==> src/rtl/bitslip_aligner.sv <==
module bitslip_aligner #(
  parameter int W = 10,
  localparam int OW = $clog2(W)
) (
  input  logic          clk,
  input  logic          rst,
  input  logic          rx_valid,
  input  logic [W-1:0]  rx_data,
  input  logic          rx_slip,
  output logic          rx_out_valid,
  output logic [W-1:0]  rx_out_data,
  output logic [OW-1:0] rx_offset,
  input  logic          tx_valid,
  input  logic [W-1:0]  tx_data,
  input  logic [OW-1:0] tx_sel,
  output logic          tx_out_valid,
  output logic [W-1:0]  tx_out_data
);
  localparam logic [OW-1:0] KMAX = OW'(W - 1);
  localparam logic [OW:0]   WIDE = (OW+1)'(W);

  logic [W-1:0] rx_prev, tx_prev;
  logic slip_q, primed, skip;

  wire slip_edge = rx_slip & ~slip_q;
  wire wrap      = slip_edge && (rx_offset == KMAX);

  wire [2*W-1:0] rx_win = {rx_data, rx_prev} >> rx_offset;

  wire [OW-1:0]  tx_k   = (tx_sel > KMAX) ? KMAX : tx_sel;
  wire [OW:0]    tx_sh  = WIDE - {1'b0, tx_k};
  wire [2*W-1:0] tx_win = {tx_data, tx_prev} >> tx_sh;

  always_ff @(posedge clk) begin
    if (rst) begin
      slip_q       <= 1'b0;
      rx_offset    <= '0;
      skip         <= 1'b0;
      primed       <= 1'b0;
      rx_prev      <= '0;
      rx_out_valid <= 1'b0;
      rx_out_data  <= '0;
    end else begin
      slip_q <= rx_slip;
      if (slip_edge) rx_offset <= wrap ? '0 : rx_offset + 1'b1;
      if (wrap)          skip <= 1'b1;
      else if (rx_valid) skip <= 1'b0;
      rx_out_valid <= rx_valid && primed && !skip;
      if (rx_valid) begin
        primed      <= 1'b1;
        rx_prev     <= rx_data;
        rx_out_data <= rx_win[W-1:0];
      end
    end
  end

  always_ff @(posedge clk) begin
    if (rst) begin
      tx_prev      <= '0;
      tx_out_valid <= 1'b0;
      tx_out_data  <= '0;
    end else begin
      tx_out_valid <= tx_valid;
      if (tx_valid) begin
        tx_prev     <= tx_data;
        tx_out_data <= tx_win[W-1:0];
      end
    end
  end

  p_reset_r9: assert property (@(posedge clk)
    rst |=> (rx_offset == '0) && !rx_out_valid && !tx_out_valid);

  p_range_r5: assert property (@(posedge clk) disable iff (rst)
    rx_offset <= KMAX);

  p_step_r2: assert property (@(posedge clk) disable iff (rst)
    (rx_slip && !slip_q && rx_offset != KMAX) |=> rx_offset == $past(rx_offset) + 1'b1);

  p_level_r2: assert property (@(posedge clk) disable iff (rst)
    (rx_slip && slip_q) |=> $stable(rx_offset));

  p_wrap_r4: assert property (@(posedge clk) disable iff (rst)
    (rx_slip && !slip_q && rx_offset == KMAX) |=> (rx_offset == '0) && skip);

  p_skip_r4: assert property (@(posedge clk) disable iff (rst)
    (skip && rx_valid) |=> !rx_out_valid);

  p_idle_r8: assert property (@(posedge clk) disable iff (rst)
    !rx_valid |=> !rx_out_valid && $stable(rx_out_data));

  p_txhold_r7: assert property (@(posedge clk) disable iff (rst)
    !tx_valid |=> !tx_out_valid && $stable(tx_out_data));

  p_txvalid_r6: assert property (@(posedge clk) disable iff (rst)
    tx_valid |=> tx_out_valid);
endmodule

==> config.mk <==
export PLATFORM = sky130hd
export DESIGN_NAME = bitslip_aligner
export DESIGN_NICKNAME = d
export VERILOG_FILES = /design/src/rtl/bitslip_aligner.sv
export SDC_FILE = /design/constraint.sdc
export NUM_CORES = 1
export LEC_CHECK = 0
export BUFFER_PORTS_ARGS = -buffer_cell sky130_fd_sc_hd__buf_4
export CELL_PAD_IN_SITES_DETAIL_PLACEMENT = 1
export CELL_PAD_IN_SITES_GLOBAL_PLACEMENT = 2
export CORE_AREA = 4 4 103 105
export CTS_CLUSTER_DIAMETER = 60
export CTS_CLUSTER_SIZE = 25
export DETAILED_ROUTE_END_ITERATION = 16
export DIE_AREA = 0 0 107 109
export PLACE_DENSITY_LB_ADDON = 0.1
export SYNTH_ARGS = -nofsm -noshare
export SYNTH_HDL_FRONTEND = slang
export SYNTH_SLANG_ARGS = --single-unit
==> constraint.sdc <==
create_clock -name clk -period 2.7 [get_ports clk]
set_clock_uncertainty 0.15 [all_clocks]
set_input_delay 0.54 -clock clk [delete_from_list [all_inputs] [get_ports clk]]
set_output_delay 0.54 -clock clk [all_outputs]
set_load 0.01 [all_outputs]
==> impl_metrics.json, run 1 <==
{
  "run_status": "completed",
  "holdPathStages": 1,
  "timing.hold.ws_ps": 277,
  "p_per_area_nw_per_um2": 443,
  "drc": 0,
  "relSlewSlack_pct": 54.5,
  "routedWlPerCell_um": 18.6,
  "max_stage_delay_ps": 650,
  "hp-start": "skip",
  "coreArea_um2": 9640,
  "final_cell_area_um2": 3880,
  "synth_edf_count": 0,
  "seq_area_frac_synth_pct": 29.6,
  "rows": 36,
  "grt_pass1_vias": 3008,
  "drv_slew": 0,
  "crit_fanout": 11,
  "postCtsHoldBufs": 0,
  "rsz0062_at_grt": "no",
  "tritoncts": "yes",
  "vias": 2916,
  "hpwlAfterDp_um": 7480,
  "grt_antenna_before_repair": 0,
  "synth_cells": 360,
  "yosys_warnings": 0,
  "min_to": "rx_out_valid",
  "die_area_um2": 11700,
  "mostFrequentLayoutCell": "buf_4",
  "synth_top_family_by_area": "multiplexers",
  "vias_per_cell": 5.47,
  "power_w": 0.00172,
  "synth_compound_area_share_pct": 18.1,
  "clk_pin_slew_ps": 90,
  "max_slew.worst_pin.slew_ps": 682,
  "synthXorXnorAreaFrac_pct": 0,
  "portBuffers": 54,
  "syn2layout_area_growth_pct": 17.1,
  "final_cell_mix": "63 x buf_4, 54 x nor2_1, 49 x mux2i_1, 49 x dfxtp_1, 26 x nand2_1",
  "r2r_cells": 6,
  "rr_endpoint": "rx_out_data[7]",
  "syn_avg_cell_area_um2": 9.21,
  "clock_latency_ps": 300,
  "finalNetCount": 431,
  "clockBufferDepth": 2,
  "syn_nets": 391,
  "cts_sinks": 49,
  "fmax_mhz": 439,
  "crit_slowest_cell": "dfxtp_1",
  "finalWeightedCongestion": 0.816,
  "synth_ff_type": "dfxtp_1",
  "worstSetupPathType": "reg -> reg",
  "post_dp_cell_area_um2": 3790,
  "die_w_um": 107,
  "synth_mux_area_share_pct": 30.2,
  "timing.rr.start": "rx_offset[0]",
  "cp.required_ps": 2730,
  "drive_above_1_share_pct": 23.5,
  "die_h_um": 109,
  "max-vdd-ir-drop_v": 0.000178,
  "synth_area_um2": 3310,
  "grt_usage_pct": 17.7,
  "drtPass1Iterations": 4,
  "drt_iter0_drc": 89,
  "fin_util_pct": 40.3,
  "r2r_slack_ps": 420,
  "hold_path.class": "reg -> reg",
  "worstPathArrival_ps": 2310,
  "async_flop_share_pct": 0,
  "h-tree-depth": 2,
  "grt.overflow.total": 0,
  "setup_viol": 0,
  "yosysUniqueCellTypes": 49,
  "critical_path.startpoint_type": "flip-flop",
  "cts_setup_buffers": 0,
  "ios": 55,
  "synthAdderAreaFrac_pct": 0.755,
  "period_minus_slack_ps": 2280,
  "ys_seq_elements": 49,
  "maxCapViolations": 0,
  "hold_viol_final": 0,
  "initial_core_util_pct": 34.4,
  "finalSetupTns_ps": 0,
  "cts_resized": 0,
  "grt_pass1_wl_um": 16200,
  "detail-route-antenna-nets": 0,
  "routed_wl_um": 9920,
  "fin_crit_sh_pct": 84.5,
  "cts_made_buffers": 5,
  "antenna_cells": 0,
  "crit_chain": "buf_4 > mux4_2 > a22oi_1 > a31oi_1 > a21oi_1 > nor2_1",
  "leakage_nw": 1.58,
  "grt_max_degree": 46,
  "synth_simple_gate_area_share_pct": 15.5,
  "end_kind": "flip-flop",
  "root_buffer": "clkbuf_8"
}
-- power breakdown --
group / switching (W) / leakage, nW / internal, W
clock: 0.000236 / 0.0443 / 0.000204
combinational: 0.000240 / 1.14 / 0.000227
sequential: 0.0000442 / 0.403 / 0.000767
total: 0.000520 / 1.58 / 0.00120
-- through the flow --
step	setup WS, ps	instances
after floorplan	664	360
after global placement	355	526
after detailed placement	359	526
after CTS	409	533
after global routing	249	533
final	420	533
-- layout make-up --
cell class | count | area, um^2
Fill cell | 1170 | 5760
Multi-Input combinational cell | 272 | 2140
Sequential cell | 49 | 981
Timing Repair Buffer | 63 | 473
Tap cell | 133 | 166
Clock buffer | 7 | 86.3
Inverter | 9 | 33.8
-- cells by family (layout without fill, tap and decap cells) --
kind of cell    count (synthesis)  in the layout
flops                          49             49
simple gates                  116            116
mux                            73             73
fa+ha+maj                       2              2
compound gates                 81             81
buf+inv                        39             79
-- cells in the mapped netlist, drive strengths merged (2+ instances only) --
cell / n / area share [%]
a21oi: 17 / 2.7
mux4: 20 / 14
o22ai: 3 / 0.57
a22oi: 11 / 2.5
buf: 18 / 3.4
a211o: 3 / 0.79
o31ai: 2 / 0.45
nand3: 9 / 1.4
a22o: 3 / 0.79
nor3: 4 / 0.60
nor2: 55 / 6.3
a311oi: 2 / 0.53
o211a: 2 / 0.60
clkbuf: 12 / 1.4
a31oi: 3 / 0.57
o21a: 2 / 0.45
nand2b: 8 / 1.5
ha: 2 / 0.75
mux2i: 49 / 15
a32o: 2 / 0.60
o221ai: 10 / 2.6
mux2: 4 / 1.4
o21ai: 5 / 0.75
o221a: 3 / 1.0
o211ai: 4 / 0.91
nand2: 26 / 2.9
and3: 2 / 0.38
inv: 9 / 1.0
a211oi: 3 / 0.68
dfxtp: 49 / 30
nor2b: 6 / 1.1
o22a: 2 / 0.53
-- state kept, by name (all words and copies together), names as in the netlist --
register,flops
rx_out_valid,1
rx_out_data,10
primed,1
rx_prev,10
rx_offset,4
skip,1
tx_prev,10
tx_out_data,10
slip_q,1
tx_out_valid,1
-- per-layer routing --
layer	global-route usage, %	wire length, um
met2	32.1	5200
met1	21.4	4250
met3	3.08	317
met4	5.21	142
met5	0	0
-- how the worst max path moves through the flow --
stage                 startpoint              to  cells after the start
floorplan           rx_offset[0]  rx_out_data[6]                      5
global placement       tx_sel[1]  tx_out_data[6]                      6
detailed placement     tx_sel[1]  tx_out_data[6]                      6
CTS                 rx_offset[0]  rx_out_data[7]                      6
global route        rx_offset[0]  rx_out_data[7]                      6
finish              rx_offset[0]  rx_out_data[7]                      6
-- critical path: cells and delay by family, from the launching register on --
family          cells  cell delay, ps
mux                 1             560
simple gates        1              50
flops               1             650
buf+inv             1             300
compound gates      3             460
Note: power is estimated with default switching activity, not from simulation.
==> run 2: changes to the inputs <==
- CORE_AREA: 4 4 103 105 -> 4 4 109 111
- DIE_AREA: 0 0 107 109 -> 0 0 113 115
- clock period: 2.7 -> 2 ns (I/O delays scaled with it)
==> run 2 against run 1 <==
Effect of this change:
- first-iteration DRC count grew 58%
- clock power grew 68%
- setup slack lost 320 ps
- fmax grew 20%
- combinational power grew 54%
- wire length grew 9.1%
- non-clock buffer count grew 37
- final area grew 9.6%
==> impl_metrics.json, run 2 (same netlist as run 1, synthesis figures left out) <==
{
  "run_status": "completed",
  "end_kind": "flip-flop",
  "portBuffers": 54,
  "worstSetupPathType": "reg -> reg",
  "detail-route-antenna-nets": 0,
  "layout_setup_ws_ps": 100,
  "grt_pass1_vias": 3168,
  "cp.required_ps": 2030,
  "vias_per_cell": 5.36,
  "timing.rr.start": "rx_offset[0]",
  "fmax_mhz": 526,
  "antenna_cells": 0,
  "hpwlAfterDp_um": 8410,
  "ios": 55,
  "relSlewSlack_pct": 62.7,
  "drc": 0,
  "rsz0062_at_grt": "no",
  "finalWeightedCongestion": 0.865,
  "crit_fanout": 6,
  "die_h_um": 115,
  "setup_viol": 0,
  "clk_pin_slew_ps": 90,
  "hp-start": "rx_slip",
  "fin_crit_sh_pct": 95.0,
  "grt.overflow.total": 0,
  "holdPathStages": 2,
  "r2r_cells": 4,
  "crit_path_start": "rx_offset[0]",
  "critical_path.startpoint_type": "flip-flop",
  "grt_usage_pct": 16.8,
  "vias": 3097,
  "r2r_slack_ps": 100,
  "grt_antenna_before_repair": 0,
  "p_per_area_nw_per_um2": 599,
  "max_slew.worst_pin.slew_ps": 558,
  "root_buffer": "clkbuf_8",
  "cts_made_buffers": 5,
  "die_area_um2": 13000,
  "rr_endpoint": "rx_out_data[6]",
  "drtPass1Iterations": 4,
  "syn2layout_area_growth_pct": 28.4,
  "hold_path.class": "in -> reg",
  "initial_core_util_pct": 30.7,
  "clockBufferDepth": 2,
  "final_cell_mix": "96 x buf_4, 54 x nor2_1, 48 x mux2i_1",
  "min_to": "slip_q",
  "routedWlPerCell_um": 18.7,
  "post-place-ws_ps": -44.2,
  "hold_viol_final": 0,
  "leakage_nw": 1.78,
  "die_w_um": 113,
  "grt_pass1_wl_um": 17300,
  "period_minus_slack_ps": 1900,
  "drt_iter0_drc": 141,
  "routed_wl_um": 10800,
  "max-vdd-ir-drop_v": 0.000300,
  "rows": 38,
  "worstPathArrival_ps": 1930,
  "clock_latency_ps": 300,
  "h-tree-depth": 2,
  "mostFrequentLayoutCell": "buf_4",
  "grt_max_degree": 39,
  "tritoncts": "yes",
  "fillers": 1276,
  "finalNetCount": 468,
  "cts_sinks": 49,
  "fin_util_pct": 39.4,
  "power_w": 0.00255,
  "drive_above_1_share_pct": 32.4,
  "drv_slew": 0,
  "maxCapViolations": 0,
  "coreArea_um2": 10800
}
[run 2: worst max-delay path, stage by stage (launching register included)]
cell and delay [ps]:
dfxtp_4 420, mux4_2 540, mux4_2 480, mux2i_1 140
nor2_1 50
[run 2: layout make-up]
| type | instances | area [um^2] | share of cell area (%) |
|---|---|---|---|
| inverter | 9 | 37.5 | 0.882 |
| multi-input combinational | 272 | 2140 | 50.3 |
| tap | 140 | 175 | 4.12 |
| timing repair buffer | 100 | 801 | 18.8 |
| clock buffer | 7 | 86.3 | 2.03 |
| clock inverter | 1 | 30.0 | 0.706 |
| sequential | 49 | 986 | 23.2 |
[run 2: per-layer routing]
metal | vias up | track usage, % | share of wire, % | wire length (um)
met5 | - | 0 | 0 | 0
met4 | 0 | 6.01 | 2.7 | 291
met3 | 18 | 3.00 | 4.2 | 452
met2 | 71 | 30.8 | 51 | 5550
met1 | 1508 | 19.7 | 42 | 4520
li1 | 1500 | - | - | -
[run 2: worst max path at each step]
stage	to	slack, ps	cells after the start
2_1_floorplan	rx_out_data[6]	30	5
3_3_place_gp	tx_out_data[9]	-30	8
3_5_place_dp	rx_out_data[6]	-40	5
6_report	rx_out_data[6]	100	4
5_1_grt	rx_out_data[0]	6	6
4_1_cts	rx_out_data[5]	9	5
[run 2: metrics by stage]
step           cells  instance area, um^2  TNS, ps  hold slack (ps)
5_1_grt          578                 4260        0              166
2_1_floorplan    360                 3320        0              238
3_5_place_dp     567                 4110     -240              258
6_report         578                 4260        0              180
4_1_cts          575                 4230        0              158
3_3_place_gp     567                 4110     -136              257
[run 2: report_power, final]
group	internal (W)	switching (W)
registers	0.00104	0.0000597
logic	0.000368	0.000348
clock network	0.000408	0.000329
[run 2: timing repair]
action	CTS	global route
endpoints found under the hold margin	0	0
endpoints found under the setup margin	2	8
resized for setup	3	7
hold buffers	0	0
pin swaps	0	2
setup buffers	0	3
==> run 3: changes to the inputs <==
--- a/config.mk
+++ b/config.mk
@@ -6,12 +6,12 @@
 export NUM_CORES = 1
 export LEC_CHECK = 0
-export BUFFER_PORTS_ARGS = -buffer_cell sky130_fd_sc_hd__buf_4
 export CELL_PAD_IN_SITES_DETAIL_PLACEMENT = 1
 export CELL_PAD_IN_SITES_GLOBAL_PLACEMENT = 2
-export CORE_AREA = 4 4 109 111
+export CORE_AREA = 4 4 103 105
 export CTS_CLUSTER_DIAMETER = 60
 export CTS_CLUSTER_SIZE = 25
 export DETAILED_ROUTE_END_ITERATION = 16
-export DIE_AREA = 0 0 113 115
+export DIE_AREA = 0 0 107 109
+export DONT_BUFFER_PORTS = 1
 export PLACE_DENSITY_LB_ADDON = 0.1
 export SYNTH_ARGS = -nofsm -noshare
==> constraint.sdc (replaced) <==
create_clock -name clk -period 2 [get_ports clk]
set_clock_uncertainty 0.15 [all_clocks]
set_input_delay 0.3 -clock clk [delete_from_list [all_inputs] [get_ports clk]]
set_output_delay 0.3 -clock clk [all_outputs]
set_load 0.01 [all_outputs]
==> run 3 against run 2 <==
Effect of this change:
- final cell count is 14% lower
- largest cell class unchanged
- critical path type unchanged
- largest power group unchanged
- sequential power hardly changed
- non-clock buffer count is 72 lower
==> impl_metrics.json, run 3 (same netlist as run 1, synthesis figures left out) <==
{
  "drtPass1Iterations": 4,
  "end_kind": "flip-flop",
  "routed_wl_um": 10500,
  "vias_per_cell": 5.67,
  "drive_above_1_share_pct": 13.4,
  "fillers": 1138,
  "syn2layout_area_growth_pct": 11.2,
  "power_w": 0.00220,
  "max_slew.worst_pin.slew_ps": 535,
  "initial_core_util_pct": 34.4,
  "maxCapViolations": 0,
  "detail-route-antenna-nets": 0,
  "fin_cells": 498,
  "hpwlAfterDp_um": 7650,
  "hold_path.class": "in -> reg",
  "setup_viol": 0,
  "crit_fanout": 5,
  "die_area_um2": 11700,
  "cts_setup_buffers": 0,
  "grt_usage_pct": 18.6,
  "final_cell_mix": "54 x nor2_1, 49 x mux2i_1, 46 x dfxtp_1",
  "clock_latency_ps": 300,
  "routedWlPerCell_um": 21.1,
  "use_met3_pct": 4.20,
  "p_per_area_nw_per_um2": 598,
  "die_w_um": 107,
  "finalWeightedCongestion": 0.829,
  "worstPathArrival_ps": 1950,
  "run_status": "completed",
  "cp.required_ps": 2040,
  "clk_pin_slew_ps": 90,
  "max-vdd-ir-drop_v": 0.000281,
  "timing.hold.ws_ps": 9.40,
  "h-tree-depth": 2,
  "finalNetCount": 396,
  "drt_iter0_drc": 82,
  "leakage_nw": 1.41,
  "critical_path.startpoint_type": "flip-flop",
  "relSlewSlack_pct": 64.3,
  "grt_antenna_before_repair": 0,
  "finalSetupTns_ps": 0,
  "mostFrequentLayoutCell": "nor2_1",
  "dp_cells": 477,
  "period_minus_slack_ps": 1910,
  "drv_slew": 0,
  "portBuffers": 0,
  "grt.overflow.total": 0,
  "clockBufferDepth": 2,
  "use_met1_pct": 21.3,
  "cts_sinks": 49,
  "worstSetupPathType": "reg -> reg",
  "fin_util_pct": 38.3,
  "rsz0062_at_grt": "no",
  "drc": 0,
  "fin_crit_sh_pct": 95.5,
  "cts_made_buffers": 5,
  "die_h_um": 109,
  "vias": 2825,
  "grt_pass1_vias": 2984,
  "grt_pass1_wl_um": 16800,
  "antenna_cells": 0,
  "tritoncts": "yes",
  "grt_max_degree": 42,
  "grt_util_met2_pct": 34.3,
  "fmax_mhz": 524,
  "coreArea_um2": 9640,
  "root_buffer": "clkbuf_8",
  "grt.busiest_layer": "met2",
  "ios": 55,
  "rows": 36,
  "hold_viol_final": 0
}
## run 3: cell types whose count changed in the layout (fill, tap and decap cells not counted), moves of 2 or more
cell	previous run	this run
dlygate4sd3_1	0	13
buf_12	4	2
mux4_1	0	4
a22oi_1	9	11
mux4_2	20	16
buf_4	96	11
dfxtp_2	1	3
a22oi_2	2	0
buf_6	0	2
## run 3: report_power, final
part	switching (W)	internal [W]	leakage (nW)
registers	0.0000738	0.00104	0.405
clock network	0.000325	0.000276	0.0443
logic	0.000231	0.000262	0.957
## run 3: final timing paths
| check | depth (start not counted) | startpoint | slack, ps | end |
|---|---|---|---|---|
| worst min register to register | 1 | skip | 270 | rx_out_valid |
| worst max-delay path | 4 | rx_offset[0] | 90 | rx_out_data[6] |
| worst max register to register | 4 | rx_offset[0] | 90 | rx_out_data[6] |
| worst min-delay path | 2 | tx_data[3] | 9 | tx_prev[3] |
## run 3: stage by stage
step                instance area [um^2]  setup slack (ps)
floorplan                           3320              31.9
global placement                    3440              85.6
detailed placement                  3440              65.7
CTS                                 3680              41.3
global route                        3690              4.66
finish                              3690              90.5
## run 3: repair_timing
| item | CTS | global route |
|---|---|---|
| hold endpoints to repair | 41 | 0 |
| endpoints found under the setup margin | 0 | 4 |
| gates resized for setup | 0 | 4 |
| hold buffers | 14 | 0 |
## run 3: layout make-up
| cell class | instances | area (um^2) | share of cell area (%) |
|---|---|---|---|
| repair buffers | 28 | 275 | 7.47 |
| multi-input cells | 272 | 2140 | 58.1 |
| well taps | 133 | 166 | 4.51 |
| flip-flops and latches | 49 | 985 | 26.7 |
| clock buffers | 7 | 86.3 | 2.34 |
| inverters | 9 | 33.8 | 0.916 |
## run 3: metal layers
layer | up-vias | routed length, um
li1 | 1352 | -
met1 | 1391 | 4300
met2 | 68 | 5400
met3 | 14 | 550
met4 | 0 | 235
met5 | - | 0
## run 3: critical path: stages (launching register included)
cell	delay [ps]
dfxtp_2	410
mux4_1	590
mux4_2	470
mux2i_1	140
nor2_1	50
